<file path="config.mk">
export PLATFORM = sky130hd
export DESIGN_NAME = zero_blank_display
export DESIGN_NICKNAME = d
export VERILOG_FILES = /design/src/rtl/zbd_pkg.sv /design/src/rtl/zbd_reset_sync.sv /design/src/rtl/zbd_pwm.sv /design/src/rtl/zbd_digit.sv /design/src/rtl/zero_blank_display.sv
export SDC_FILE = /design/constraint.sdc
export NUM_CORES = 1
export LEC_CHECK = 0
export CAP_MARGIN = 20
export CORE_UTILIZATION = 40
export CTS_BUF_LIST = sky130_fd_sc_hd__clkbuf_4
export DETAILED_ROUTE_END_ITERATION = 10
export DONT_BUFFER_PORTS = 1
export PLACE_DENSITY = 0.59
export SETUP_SLACK_MARGIN = 0.05
export SLEW_MARGIN = 5
export SYNTH_ARGS = -nofsm -noshare
export SYNTH_HDL_FRONTEND = slang
export SYNTH_SLANG_ARGS = --single-unit
</file>
<file path="constraint.sdc">
create_clock -name clk -period 3.4 [get_ports clk]
set_input_delay 0.34 -clock clk [delete_from_list [all_inputs] [get_ports clk]]
set_output_delay 0.34 -clock clk [all_outputs]
set_load 0.02 [all_outputs]
</file>
<file path="src/rtl/zbd_pkg.sv">
package zbd_pkg;
  typedef logic [3:0] bcd_t;
  typedef logic [6:0] seg_t;

  localparam seg_t SEG_DARK = 7'h7F;

  // Active-low pattern; bit 0 = a ... bit 6 = g.
  function automatic seg_t glyph_n(input bcd_t v);
    seg_t lit;
    case (v)
      4'd0: lit = 7'h3F;
      4'd1: lit = 7'h06;
      4'd2: lit = 7'h5B;
      4'd3: lit = 7'h4F;
      4'd4: lit = 7'h66;
      4'd5: lit = 7'h6D;
      4'd6: lit = 7'h7D;
      4'd7: lit = 7'h07;
      4'd8: lit = 7'h7F;
      4'd9: lit = 7'h6F;
      default: lit = 7'h00;
    endcase
    return ~lit;
  endfunction
endpackage

</file>
<file path="src/rtl/zbd_reset_sync.sv">
module zbd_reset_sync (
  input  logic clk,
  input  logic rst_n,
  output logic rst_ok
);
  logic [1:0] sync_q;
  logic [1:0] sync_d;

  always_comb sync_d = {sync_q[0], 1'b1};

  always_ff @(posedge clk or negedge rst_n) begin
    if (!rst_n) sync_q <= 2'b00;
    else        sync_q <= sync_d;
  end

  assign rst_ok = sync_q[1];
endmodule

</file>
<file path="src/rtl/zbd_pwm.sv">
module zbd_pwm #(
  parameter int PWM_W = 8
) (
  input  logic             clk,
  input  logic             rst_n,
  input  logic [PWM_W-1:0] duty,
  output logic             lit
);
  localparam logic [PWM_W-1:0] LAST = {{(PWM_W-1){1'b1}}, 1'b0};

  logic [PWM_W-1:0] cnt_q;
  logic [PWM_W-1:0] cnt_d;

  always_comb begin
    if (cnt_q == LAST) cnt_d = '0;
    else               cnt_d = cnt_q + 1'b1;
  end

  always_ff @(posedge clk or negedge rst_n) begin
    if (!rst_n) cnt_q <= '0;
    else        cnt_q <= cnt_d;
  end

  assign lit = (cnt_q < duty);
endmodule

</file>
<file path="src/rtl/zbd_digit.sv">
module zbd_digit
  import zbd_pkg::*;
(
  input  logic clk,
  input  logic rst_n,
  input  logic load,
  input  bcd_t din,
  input  logic blank_in,
  input  logic lit,
  output logic blank_out,
  output seg_t seg_n
);
  bcd_t code_q, code_d;
  seg_t seg_q, seg_d;
  logic is_zero;
  logic suppress;

  always_comb begin
    code_d = code_q;
    if (load) code_d = din;
  end

  assign is_zero   = (code_q == 4'd0);
  assign suppress  = blank_in & is_zero;
  assign blank_out = suppress;

  always_comb begin
    if (!lit || suppress) seg_d = SEG_DARK;
    else                  seg_d = glyph_n(code_q);
  end

  always_ff @(posedge clk or negedge rst_n) begin
    if (!rst_n) begin
      code_q <= '0;
      seg_q  <= SEG_DARK;
    end else begin
      code_q <= code_d;
      seg_q  <= seg_d;
    end
  end

  assign seg_n = seg_q;
endmodule

</file>
<file path="src/rtl/zero_blank_display.sv">
module zero_blank_display #(
  parameter int NUM_INT  = 4,
  parameter int NUM_FRAC = 4,
  parameter int PWM_W    = 8
) (
  input  logic                                clk,
  input  logic                                rst_n,
  input  logic                                load,
  input  logic [4*(NUM_INT+NUM_FRAC)-1:0]     digits_in,
  input  logic [PWM_W-1:0]                    duty,
  output logic [7*(NUM_INT+NUM_FRAC)-1:0]     seg_n
);
  localparam int NDIG  = NUM_INT + NUM_FRAC;
  localparam int UNITS = NUM_FRAC;
  localparam int TENTH = NUM_FRAC - 1;

  logic            rst_ok;
  logic            lit;
  logic [NDIG-1:0] rb_in;
  logic [NDIG-1:0] rb_out;

  zbd_reset_sync u_rst (.clk(clk), .rst_n(rst_n), .rst_ok(rst_ok));

  zbd_pwm #(.PWM_W(PWM_W)) u_pwm (
    .clk(clk), .rst_n(rst_ok), .duty(duty), .lit(lit)
  );

  for (genvar k = 0; k < NDIG; k++) begin : g_dig
    if (k == UNITS || k == TENTH) begin : g_keep
      assign rb_in[k] = 1'b0;
    end else if (k == NDIG-1 || k == 0) begin : g_end
      assign rb_in[k] = 1'b1;
    end else if (k > UNITS) begin : g_int
      assign rb_in[k] = rb_out[k+1];
    end else begin : g_frac
      assign rb_in[k] = rb_out[k-1];
    end

    zbd_digit u_digit (
      .clk      (clk),
      .rst_n    (rst_ok),
      .load     (load),
      .din      (digits_in[4*k +: 4]),
      .blank_in (rb_in[k]),
      .lit      (lit),
      .blank_out(rb_out[k]),
      .seg_n    (seg_n[7*k +: 7])
    );
  end
endmodule

</file>
Word level (Yosys, flattened, before mapping)
Memories as Yosys holds them, arrays and structs flattened.
Index checks and enable logic that the tools add are counted.
{"block": "totals", "inputBits": 43, "regBits": 98, "mem_bits_ro": 896, "out_inout_bits": 56, "mem_count": 8, "word_cells": 71}
{"block": "classes", "order_cmp": 1, "n_mux": 17, "n_addsub": 1, "n_eq_ne": 1, "bitwise": 12, "reduce_logical": 13}
{"name": "(no name shown)", "words": 16, "word_bits": 7, "read_ports": 1, "rd_clocked_by_memory_dff": 0, "write_ports": 0, "line": "zbd_pkg.sv:10", "source": "case (v)"}
{"name": "(no name shown)", "words": 16, "word_bits": 7, "read_ports": 1, "rd_clocked_by_memory_dff": 0, "write_ports": 0, "line": "zbd_pkg.sv:10"}
{"name": "(no name shown)", "words": 16, "word_bits": 7, "read_ports": 1, "rd_clocked_by_memory_dff": 0, "write_ports": 0, "line": "zbd_pkg.sv:10"}
{"name": "(no name shown)", "words": 16, "word_bits": 7, "read_ports": 1, "rd_clocked_by_memory_dff": 0, "write_ports": 0, "line": "zbd_pkg.sv:10"}
{"name": "(no name shown)", "words": 16, "word_bits": 7, "read_ports": 1, "rd_clocked_by_memory_dff": 0, "write_ports": 0, "line": "zbd_pkg.sv:10"}
{"name": "(no name shown)", "words": 16, "word_bits": 7, "read_ports": 1, "rd_clocked_by_memory_dff": 0, "write_ports": 0, "line": "zbd_pkg.sv:10"}
{"name": "+2 memories"}
{"op": "7-bit two-way mux", "count": 16}
{"op": "7-bit inverter", "count": 8}
{"op": "4-bit zero test", "count": 6}
{"op": "8-bit by 1-bit adder with 8-bit output (second input constant)", "count": 1}
{"op": "8-bit == test (second input constant)", "count": 1}
{"op": "8-bit < comparator", "count": 1}
{"op": "8-bit two-way mux", "count": 1}
{"op": "1-bit logical OR", "count": 6}
{"op": "1-bit AND", "count": 4}
{"op": "1-bit zero test", "count": 1}

Depth between registers and ports, before layout
Gate-level depths: netlist of the first run.
{"block": "depth", "ltp_word": 7, "ltp_mapped": 8, "mapped_depth_nobuf": 6}

Cells and area by module
Synthesis of the first run repeated with hierarchy kept, for this count alone.
{"block": "hier_totals", "hier_cells": 454, "hier_area_um2": 5067.4}
{"mod": "zbd_digit", "area_each_um2": 554.3, "cells_per_inst": 48, "seq_area_each_um2": 284.0, "instances": 8}
{"mod": "zbd_pwm", "area_each_um2": 571.8, "cells_per_inst": 65, "seq_area_each_um2": 200.2, "instances": 1}
{"mod": "zbd_reset_sync", "area_each_um2": 53.8, "cells_per_inst": 3, "seq_area_each_um2": 50.0, "instances": 1}
{"mod": "zero_blank_display", "area_each_um2": 7.5, "cells_per_inst": 2, "seq_area_each_um2": 0.0, "instances": 1}

Worst setup path before layout of the first run
OpenSTA, ideal clock, no wires.
{"block": "synth_path", "path_kind": "reg2reg", "from": "register u_pwm.cnt_q[2]", "to": "register g_dig[5].u_digit.seg_q[0]", "arrival_ns": 1.700, "required_ns": 3.306, "path_stages_with_launch": 8, "n_path_buf": 2, "setup_slack_ns": 1.606, "setup_time_ns": 0.094, "synth_period_minus_slack_ns": 1.794, "path_cell_list": "dfrtp_1 -> ha_1 -> a211oi_1 -> o21ai_0 -> a41oi_1 -> buf_2 -> buf_2 -> nand4_1"}
{"block": "synth_via", "elab_chain_len": 4}
{"element": "start, declared", "line": "zbd_pwm.sv:11", "source": "logic [PWM_W-1:0] cnt_q;"}
{"element": "start signal, assigned", "line": "zbd_pwm.sv:21", "source": "else cnt_q <= cnt_d;"}
{"element": "8-bit < comparator", "line": "zbd_pwm.sv:24", "source": "assign lit = (cnt_q < duty);"}
{"element": "1-bit zero test", "line": "zbd_digit.sv:28", "source": "if (!lit || suppress) seg_d = SEG_DARK;"}
{"element": "1-bit logical OR", "line": "zbd_digit.sv:28"}
{"element": "7-bit two-way mux", "line": "zbd_digit.sv:28"}
{"element": "net g_dig[5].u_digit.seg_d[0]", "line": "zbd_digit.sv:14", "source": "seg_t seg_q, seg_d;"}
{"element": "end signal, assigned", "line": "zbd_digit.sv:38", "source": "seg_q <= seg_d;"}
{"element": "end, declared", "line": "zbd_digit.sv:14"}
The timed path passes the listed nets, and every way through them passes these cells.
A chain may end at the register's enable or synchronous reset.

Worst setup path after layout of the first run
{"block": "layout_path", "from": "register u_pwm.cnt_q[2]", "to": "register g_dig[0].u_digit.seg_q[0]"}
{"block": "layout_via", "elab_chain_len": 4}
{"element": "8-bit < comparator", "line": "zbd_pwm.sv:24"}
{"element": "1-bit zero test", "line": "zbd_digit.sv:28"}
{"element": "1-bit logical OR", "line": "zbd_digit.sv:28"}
{"element": "7-bit two-way mux", "line": "zbd_digit.sv:28"}
{"element": "net g_dig[0].u_digit.seg_d[0]", "line": "zbd_digit.sv:14"}
{"element": "end signal, assigned", "line": "zbd_digit.sv:38"}
{"element": "end, declared", "line": "zbd_digit.sv:14"}
The timed path passes the listed nets, and every way through them passes these cells.

==> run_results.csv, run 1 <==
group,metric,value,unit
status,status,"finished, final reports clean",
timing,hold_violations,0,
critical_path,critPathArrivalTime,2.61,ns
detailed_routing,vias,3520,
die,placeableCoreArea,12600,µm²
run,cap_violations,0,
synth,yosysSeqAreaShare,48.5,%
placement,routabilityCongestion,0.850,
detailed_routing,drtIter0Drc,132,
critical_path,critPathKind,"reg -> reg",
global_route,grt.total_usage,16.5,%
synth,synth_top_family_by_area,"simple AND/OR/NAND/NOR gates",
critical_path,cp_slowest_cell,"buf_4",
critical_path,required,3.75,ns
critical_path,crit_fanout,56,
clock_tree,clock_path_buffers,2,
clock_tree,cts_sinks,98,
final_layout,area_growth,11.2,%
synth,synth_edf_count,0,
critical_path,crit_top_cell,"o21ai_0",
detailed_routing,ant_nets,0,
global_route,grt-ovfl-total,0,
critical_path,path_cells,"ha_1 -> a211oi_1 -> o21ai_0 -> a41oi_4 -> buf_4 -> o21ai_0",
power,powerDensity,454,nW/µm²
clock_tree,cts_max_level,3,
critical_path,critPathMaxStageDelay,0.49,ns
detailed_routing,wl_per_cell,14.5,µm
final_layout,nets,638,
global_route,grt_pass1_wl,16900,µm
synth,synth_mux_area_share,3.25,%
synth,synthAdderAreaFrac,13.7,%
synth,synthSimpleGateAreaFrac,15.9,%
synth,avgSynthCellArea,10.0,µm²
synth,syn_nets,619,
timing,setup_ws,1.14,ns
global_route,grt_max_degree,59,
final_layout,diodes,0,
die,io_pins,99,
die,rows,41,
final_layout,drive_gt1_share,18.4,%
detailed_routing,drt-total-wl,10300,µm
clock_tree,numCtsBuffers,9,
die,die_width,116,µm
die,die_h,116,µm
timing,setup_violations,0,
timing,period_minus_slack,2.26,ns
synth,synth_area,5200,µm²
critical_path,worstSetupStartpointType,"flip-flop",
clock_tree,cts-root-buf,"clkbuf_4",
placement,hpwl,7020,µm
die,start_util,41.2,%
detailed_routing,dr.pass1.iters,4,
timing,tightest_slew,0.741,ns
timing,period_share,66.5,%
timing,rsz0062_at_grt,"false",
synth,synth-xor-area-share,0.843,%
timing,clock_skew,0.0217,ns
power,ir_worst_vdd,208,µV
clock_tree,insertion_delay,0.46,ns
global_route,antenna_found_initial,0,
synth,synth_warnings,0,
final_layout,nFillCells,1204,
clock_tree,cts_tree,"done",
synth,synth_cells,519,
synth,synth-compound-area-share,12.5,%
timing,slew_violations,0,
clock_tree,postCtsSetupBuffers,0,
synth,ys_ff_latch,98,
timing,fin_setup_tns,0,ns
hold_path,hp-class,"in -> reg",
synth,ys.flop_type,"dfstp_2",
timing,slew_headroom,50.6,%
detailed_routing,vias_per_cell,4.92,
timing,timing.fmax,442,MHz
power,total_leakage_power,2.55,nW
detailed_routing,drc,0,
clock_tree,clk_pin_slew,0.14,ns
critical_path,crit_path_end_kind,"flip-flop",
synth,synthArstFlopShare,100,%
placement,portBuffers,0,
global_route,grt_pass1_vias,3448,
placement,place_ws,1.17,ns
synth,yosys.cell_types.count,46,
die,die_area,13500,µm²
-- metrics by stage --
step | utilization, % | power (W) | hold WS, ns | instance area (µm²) | std cells
2_1_floorplan | - | 0.00197 | 0.0444 | 5200 | 519
3_3_place_gp | 42.2 | 0.00205 | 0.0445 | 5330 | 666
3_5_place_dp | 42.2 | 0.00207 | 0.0445 | 5330 | 666
4_1_cts | 45.8 | 0.00267 | 0.000271 | 5780 | 715
5_1_grt | 45.8 | 0.00279 | 0.00975 | 5780 | 715
6_report | 45.8 | 0.00262 | 0.0354 | 5780 | 715
-- state kept, by name, indices dropped and copies added, names as in the netlist --
name / count
g_dig.u_digit.seg_n: 56
g_dig.u_digit.code_q: 32
u_pwm.cnt_q: 8
u_rst.sync_q: 2
-- cells by family (layout without fill, tap and decap cells) --
kind of cell,count (synthesis),count (layout)
simple gates,161,161
compound gates,116,116
flops,98,98
buf+inv,66,90
fa+ha+maj,57,57
mux,15,15
xor+xnor,5,5
other cells,1,1
-- critical path, delay by kind of cell (launching register included) --
family	cells	cell delay, ns
flip-flops	1	0.48
AO/OA/AOI/OAI	4	0.86
adder cells (fa/ha/maj)	1	0.32
buffers and inverters	1	0.49
-- layout make-up --
class	instances	area, µm²	share of cell area [%]
repair buffers	36	363	6.28
inverters	38	143	2.47
multi-input cells	355	2420	41.9
well taps	172	215	3.72
flip-flops and latches	98	2530	43.7
clock inverters	4	20.0	0.346
clock buffers	12	90.1	1.56
-- routing by layer --
| layer | vias to the layer above | track usage [%] | share of wire (%) | wire (µm) |
|---|---|---|---|---|
| met5 | - | 0 | 0 | 0 |
| met3 | 13 | 5.23 | 5.9 | 611 |
| met2 | 88 | 27.1 | 48 | 5010 |
| li1 | 1752 | - | - | - |
| met4 | 0 | 8.12 | 2.2 | 223 |
| met1 | 1667 | 19.6 | 44 | 4500 |
-- cell usage in the layout (no fill, tap or decap), types with 2 or more instances in the layout --
master / n
ha_1: 57
o21ai_0: 56
dfstp_2: 56
nor2_1: 49
nand2_1: 45
dfrtp_1: 41
inv_1: 38
dlygate4sd3_1: 32
a21oi_1: 31
nand2b_1: 21
mux2_2: 15
clkbuf_4: 12
nand3b_1: 11
nand3_1: 8
o22ai_1: 7
nor2b_1: 6
a21o_1: 5
o21a_1: 4
nor3b_1: 3
a211oi_1: 3
o31ai_1: 3
or3_1: 3
xor2_1: 3
buf_4: 3
nand4_1: 2
or2_2: 2
nor3_2: 2
and3_1: 2
xnor2_1: 2
a2111oi_0: 2
clkinv_1: 2
-- synth_stat cells (2+ instances only) --
cell,number,area (µm²)
nor2_1,49,184
nor3b_1,3,22.5
o22ai_1,7,43.8
and3_1,2,12.5
xnor2_1,2,17.5
a21oi_1,31,155
or3_1,3,18.8
o21ai_0,56,280
nand3b_1,11,82.6
a21o_1,5,37.5
o21a_1,4,30.0
nor3_2,2,20.0
nand2_1,45,169
buf_2,8,40.0
nand4_1,2,12.5
a2111oi_0,2,17.5
nand2b_1,21,131
nor2b_1,6,37.5
xor2_1,3,26.3
mux2_2,15,169
o31ai_1,3,22.5
ha_1,57,713
clkbuf_1,13,48.8
dfstp_2,56,1470
dfrtp_1,42,1050
buf_1,4,15.0
inv_1,38,143
a211oi_1,3,22.5
or2_2,2,12.5
nand3_1,8,40.0
-- final timing paths --
kind	from	end	slack, ns	depth (start not counted)
setup / recovery	u_pwm.cnt_q[2]$_DFF_PN0_	g_dig[0].u_digit.seg_n[0]$_DFF_PN1_	1.14	6
hold / removal	digits_in[11]	g_dig[2].u_digit.code_q[3]$_DFFE_PN0P_	0.04	2
setup reg to reg	u_pwm.cnt_q[2]$_DFF_PN0_	g_dig[0].u_digit.seg_n[0]$_DFF_PN1_	1.14	6
hold reg to reg	u_rst.sync_q[0]$_DFF_PN0_	u_rst.sync_q[1]$_DFF_PN0_	0.37	0
max in group asynchronous	u_rst.sync_q[1]$_DFF_PN0_	g_dig[1].u_digit.seg_n[2]$_DFF_PN1_	2.17	1
min in group asynchronous	rst_n	u_rst.sync_q[1]$_DFF_PN0_	0.10	1
-- power by group --
| group | total, W | switching (W) | internal, W |
|---|---|---|---|
| Clock | 0.000543 | 0.000372 | 0.000170 |
| Sequential | 0.00168 | 0.000277 | 0.00140 |
| Combinational | 0.000403 | 0.000214 | 0.000189 |
| Total | 0.00262 | 0.000864 | 0.00176 |
-- what timing repair did --
item | 4_1_cts | 5_1_grt
resized for setup | 0 | 0
hold buffers | 33 | 0
endpoints found under the hold margin | 33 | 0
Power figures use the tool's default switching activity.
==> run 2, diff against run 1 <==
--- a/config.mk
+++ b/config.mk
@@ -10,7 +10,7 @@
 export CTS_BUF_LIST = sky130_fd_sc_hd__clkbuf_4
 export DETAILED_ROUTE_END_ITERATION = 10
 export DONT_BUFFER_PORTS = 1
-export PLACE_DENSITY = 0.59
+export PLACE_DENSITY = 0.61
 export SETUP_SLACK_MARGIN = 0.05
 export SLEW_MARGIN = 5
 export SYNTH_ARGS = -nofsm -noshare
==> constraint.sdc (replaced) <==
create_clock -name clk -period 1.81 [get_ports clk]
set_input_delay 0.181 -clock clk [delete_from_list [all_inputs] [get_ports clk]]
set_output_delay 0.181 -clock clk [all_outputs]
set_load 0.02 [all_outputs]
==> run 2 against run 1 <==
Net effect: cell area is 6.9% higher; clock power rose by 90%; largest cell class unchanged; global-route usage up 0.57 points; via count up 3.9%; flip-flop and latch count unchanged; non-clock buffer count is 34 higher; combinational power is 130% higher.
==> run_results.csv, run 2 (same netlist as run 1, synthesis figures left out) <==
group,metric,value,unit
die,die_h,116,µm
timing,timing.fmax,592,MHz
placement,dp.cells,684,
power,powerDensity,818,nW/µm²
die,start_util,41.2,%
clock_tree,cts-root-buf,"clkbuf_4",
clock_tree,numCtsBuffers,9,
final_layout,regArea,2530,µm²
timing,clock_skew,0.0228,ns
power,p_sw,0.00167,W
clock_tree,cts_sinks,98,
final_layout,nets,672,
detailed_routing,drtIter0Drc,200,
timing,period_share,93.4,%
critical_path,cp_slowest_cell,"dfrtp_1",
placement,placed_cell_area,5500,µm²
die,die_width,116,µm
critical_path,worstSetupStartpointType,"flip-flop",
die,rows,41,
critical_path,critPathKind,"reg -> reg",
critical_path,required,2.19,ns
critical_path,path_cells,"ha_1 -> a21oi_2 -> o21ai_2 -> a41oi_4 -> buf_12 -> buf_12 -> o21ai_0",
timing,slew_headroom,63.3,%
timing,setup_violations,0,
final_layout,largest_reg_flops,56,
power,power_frac_seq,61.2,%
die,io_pins,99,
timing,hold_violations,0,
global_route,antenna_found_initial,0,
status,status,"finished, final reports clean",
power,pwr-share-comb,18.3,%
detailed_routing,drc,0,
final_layout,drive_gt1_share,25.6,%
detailed_routing,wl_per_cell,14.4,µm
critical_path,cp_top_family,"compound AO/OA/AOI/OAI gates",
clock_tree,clock_path_buffers,2,
global_route,grt_max_degree,60,
critical_path,crit_top_cell,"buf_12",
final_layout,mostFrequentLayoutCells,"dfstp_2, ha_1, o21ai_0",
power,clock_power_share,20.4,%
clock_tree,cts_max_level,3,
run,cap_violations,0,
timing,period_minus_slack,1.69,ns
global_route,grt_pass1_vias,3562,
power,total_leakage_power,2.75,nW
power,p_int,0.00339,W
global_route,grt_pass1_wl,17500,µm
critical_path,critPathMaxStageDelay,0.43,ns
final_layout,final_common_cell,"dfstp_2",
die,placeableCoreArea,12600,µm²
placement,hpwl,7150,µm
timing,fin_setup_tns,0,ns
final_layout,diodes,0,
critical_path,path_buf_inv,2,
power,ir_worst_vdd,441,µV
timing,tightest_slew,0.549,ns
clock_tree,insertion_delay,0.47,ns
hold_path,hp-class,"in -> reg",
final_layout,fin_area,6180,µm²
placement,routabilityCongestion,0.853,
placement,portBuffers,0,
detailed_routing,drt-total-wl,10800,µm
detailed_routing,ant_nets,0,
timing,setup_ws,0.120,ns
final_layout,final_util,49.0,%
critical_path,crit_path_end_kind,"flip-flop",
final_layout,nFillCells,1172,
global_route,grt-ovfl-total,0,
detailed_routing,vias_per_cell,4.88,
power,p_sw_share,33.0,%
clock_tree,cts_tree,"done",
global_route,grt.total_usage,17.1,%
critical_path,critPathArrivalTime,2.07,ns
timing,rsz0062_at_grt,"false",
timing,slew_violations,0,
clock_tree,clk_pin_slew,0.14,ns
final_layout,multiInputGateArea,2490,µm²
critical_path,crit_fanout,21,
final_layout,area_growth,18.9,%
placement,place_ws,0.00108,ns
detailed_routing,vias,3656,
detailed_routing,dr.pass1.iters,4,
die,die_area,13500,µm²
final_layout,fin_cells,749,
==> run 2: metrics by stage <==
| step | hold slack (ns) | total power, W |
|---|---|---|
| final | 0.0578 | 0.00506 |
| after global routing | 0.0387 | 0.00539 |
| after floorplan | -0.115 | 0.00370 |
| after global placement | -0.115 | 0.00390 |
| after CTS | 0.0248 | 0.00510 |
| after detailed placement | -0.115 | 0.00392 |
==> run 2: repair_timing <==
| action | in CTS | in global routing |
|---|---|---|
| resized for setup | 10 | 16 |
| setup endpoints to repair | 43 | 51 |
| gates cloned | 1 | 0 |
| pin swaps | 2 | 7 |
| hold endpoints to repair | 34 | 0 |
| hold buffers | 35 | 0 |
| buffers inserted | 6 | 7 |
==> run 2: worst min-delay path, stage by stage <==
cell,delay (ns)
buf_12,0.17
nand2_1,0.08
o21ai_0,0.06
==> run 2: area by class of cell <==
class / instances / area share, %
inverters: 38 / 2.31
clock inverters: 4 / 0.344
clock buffers: 12 / 1.46
well taps: 172 / 3.48
repair buffers: 70 / 11.3
flip-flops and latches: 98 / 40.9
multi-input cells: 355 / 40.3
==> run 2: worst paths after layout <==
path,from,to,slack (ns),cells after the start
max,u_pwm.cnt_q[7]$_DFF_PN0_,g_dig[4].u_digit.seg_n[1]$_DFF_PN1_,0.12,7
min,load,g_dig[2].u_digit.code_q[1]$_DFFE_PN0P_,0.06,3
max reg2reg,u_pwm.cnt_q[7]$_DFF_PN0_,g_dig[4].u_digit.seg_n[1]$_DFF_PN1_,0.12,7
min reg2reg,u_rst.sync_q[1]$_DFF_PN0_,g_dig[6].u_digit.code_q[2]$_DFFE_PN0P_,0.33,1
max in group asynchronous,u_rst.sync_q[1]$_DFF_PN0_,g_dig[0].u_digit.seg_n[3]$_DFF_PN1_,1.04,1
min in group asynchronous,u_rst.sync_q[1]$_DFF_PN0_,g_dig[6].u_digit.code_q[2]$_DFFE_PN0P_,0.33,1
==> run 2: metal layers <==
metal	vias up	global-route usage, %	routed length, µm
li1	1817	-	-
met4	0	7.78	180
met5	-	0	0
met3	11	4.08	560
met2	91	27.4	5250
met1	1737	21.8	4790
==> run 2: power by group through the flow <==
stage,registers (W),clock network [W],logic (W)
floorplan,0.00305,0,0.000644
global placement,0.00313,0,0.000768
detailed placement,0.00314,0,0.000782
CTS,0.00310,0.00109,0.000904
global route,0.00314,0.00119,0.00106
finish,0.00310,0.00103,0.000927
==> run 3, diff against run 2 <==
--- a/config.mk
+++ b/config.mk
@@ -15,4 +15,5 @@
 export SLEW_MARGIN = 5
 export SYNTH_ARGS = -nofsm -noshare
 export SYNTH_HDL_FRONTEND = slang
+export SYNTH_HIERARCHICAL = 1
 export SYNTH_SLANG_ARGS = --single-unit
==> run 3 against run 2 <==
Net effect: the run now ends with setup timing left; clock power is 11% higher; non-clock buffer count is 6 higher; power is 4.0% higher; first-iteration DRC count is 36% lower; sequential power hardly changed; cell count is 6.7% lower; critical path depth is 2 higher; sequential share of layout area is 0.76 points lower; routed wire length is 5.6% lower; via count is 8.3% lower.
==> run_results.csv, run 3 <==
group,metric,value,unit
status,status,"finished with violations",
status,violations,"setup timing",
final_layout,largest_reg_flops,56,
global_route,grt.total_usage,16.3,%
timing,setup_violations,6,
hold_path,hold_depth,3,
critical_path,worstSetupStartpointType,"flip-flop",
timing,hold_violations,0,
detailed_routing,vias,3354,
final_layout,fin_cells,699,
timing,slew_violations,0,
die,io_pins,99,
hold_path,hold_path_startpoint,"load",
synth,synth_warnings,6,
clock_tree,cts_max_level,3,
detailed_routing,drt-total-wl,10200,µm
critical_path,required,2.20,ns
die,die_area,13100,µm²
power,power_frac_seq,59.3,%
timing,period_minus_slack,1.88,ns
synth,synth_area,5050,µm²
placement,routabilityCongestion,0.846,
hold_path,min_to,"g_dig[0].u_digit/code_q[0]$_DFFE_PN0P_",
global_route,grt-ovfl-total,0,
power,total_leakage_power,2.74,nW
final_layout,drive_gt1_share,39.0,%
final_layout,final_common_cell,"dfstp_2",
timing,period_share,104,%
power,p_sw_share,32.5,%
final_layout,mostFrequentLayoutCells,"dfstp_2, ha_1, nand2_1, dfrtp_1, o21ai_0",
detailed_routing,vias_per_cell,4.80,
detailed_routing,drc,0,
final_layout,area_growth,24.8,%
clock_tree,clock_path_buffers,2,
critical_path,critPathArrivalTime,2.27,ns
power,p_sw,0.00171,W
critical_path,r2r.worst_path.cells,9,
clock_tree,cts-root-buf,"clkbuf_4",
timing,timing.fmax,532,MHz
final_layout,final_util,51.8,%
clock_tree,cts_tree,"done",
placement,hpwl,6700,µm
global_route,grt_max_degree,57,
global_route,grt_pass1_vias,3298,
power,ir_worst_vdd,444,µV
synth,synth_cells,450,
power,pwr-share-comb,19.0,%
critical_path,reg2reg_slack,-0.07,ns
die,die_width,114,µm
clock_tree,clk_pin_slew,0.14,ns
global_route,grt_pass1_wl,16300,µm
die,die_h,114,µm
final_layout,nets,618,
die,start_util,41.5,%
detailed_routing,drtIter0Drc,128,
placement,portBuffers,0,
synth,avgSynthCellArea,11.2,µm²
global_route,antenna_found_initial,0,
placement,dp.cells,638,
critical_path,crit_fanout,6,
critical_path,reg2reg_to,"g_dig[2].u_digit/seg_n[6]$_DFF_PN1_",
power,finalPower,0.00526,W
detailed_routing,wl_per_cell,14.6,µm
run,cap_violations,0,
final_layout,diodes,0,
critical_path,crit_path_end_kind,"flip-flop",
critical_path,critPathLaunch,"g_dig[0].u_digit/code_q[1]$_DFFE_PN0P_",
die,placeableCoreArea,12200,µm²
power,clock_power_share,21.7,%
die,rows,40,
clock_tree,numCtsBuffers,9,
final_layout,nFillCells,1107,
clock_tree,insertion_delay,0.47,ns
detailed_routing,ant_nets,0,
timing,rsz0062_at_grt,"true",
critical_path,critPathKind,"reg -> reg",
power,p_int,0.00355,W
detailed_routing,dr.pass1.iters,4,
critical_path,r2r_start,"g_dig[0].u_digit/code_q[1]$_DFFE_PN0P_",
clock_tree,cts_sinks,98,
power,powerDensity,835,nW/µm²
hold_path,hp-class,"in -> reg",
timing,setup_ws,-0.0680,ns
timing,clock_skew,0.0132,ns
==> run 3: layout make-up <==
type                    instances  area, µm²  share of cell area (%)
multi-input cells             308       2590                    41.2
flip-flops and latches         98       2530                    40.1
repair buffers                 76        717                    11.4
well taps                     168        210                    3.34
inverters                      33        124                    1.97
clock buffers                  11       82.6                    1.31
clock inverters                 5       45.0                   0.715
==> run 3: per-stage QoR <==
| step | instance area, µm² | setup TNS (ns) | setup slack, ns | hold WS [ns] |
|---|---|---|---|---|
| 3_5_place_dp | 5440 | -1.09 | -0.132 | -0.115 |
| 4_1_cts | 6090 | -0.590 | -0.0355 | 0.0151 |
| 5_1_grt | 6300 | -0.961 | -0.165 | 0.0247 |
| 2_1_floorplan | 5100 | 0 | 0.000561 | -0.115 |
| 6_report | 6300 | -0.365 | -0.0680 | 0.0532 |
| 3_3_place_gp | 5440 | -0.334 | -0.0688 | -0.115 |
==> run 3: what timing repair did <==
item / 4_1_cts / 5_1_grt
endpoints found under the hold margin: 34 / 0
resized for setup: 27 / 33
hold buffers: 35 / 0
gates cloned: 1 / 0
pin swaps: 5 / 15
buffers inserted: 2 / 7
endpoints found under the setup margin: 49 / 56
==> run 3: how the worst max path moves through the flow <==
stage                                                      to  slack (ns)
after floorplan           g_dig[0].u_digit/seg_n[5]$_DFF_PN1_      0.0006
after global placement    g_dig[5].u_digit/seg_n[6]$_DFF_PN1_       -0.07
after detailed placement  g_dig[5].u_digit/seg_n[6]$_DFF_PN1_       -0.13
after CTS                 g_dig[1].u_digit/seg_n[6]$_DFF_PN1_       -0.04
after global routing      g_dig[2].u_digit/seg_n[5]$_DFF_PN1_       -0.17
final                     g_dig[2].u_digit/seg_n[6]$_DFF_PN1_       -0.07
==> run 3: power groups by stage <==
stage / registers (W) / logic, W / clock network, W
finish: 0.00312 / 0.00100 / 0.00114
global route: 0.00315 / 0.00112 / 0.00130
CTS: 0.00312 / 0.000937 / 0.00121
detailed placement: 0.00315 / 0.000787 / 0
global placement: 0.00314 / 0.000771 / 0
floorplan: 0.00307 / 0.000651 / 0
==> run 3: critical path, stage by stage, from the launching register on <==
cell and delay [ns]:
dfrtp_1 0.42, inv_2 0.09, ha_4 0.15, nand2_4 0.06
nor3_4 0.19, nand2_2 0.09, nor3_4 0.21, nand2_1 0.10
o311a_4 0.42, o31ai_4 0.07
==> run 3: metal layers <==
| metal | share of wire [%] | track usage, % | up-vias |
|---|---|---|---|
| met5 | 0 | 0 | - |
| met2 | 49 | 26.7 | 65 |
| met4 | 1.9 | 7.27 | 0 |
| met1 | 46 | 20.8 | 1607 |
| li1 | - | - | 1669 |
| met3 | 3.1 | 3.55 | 13 |
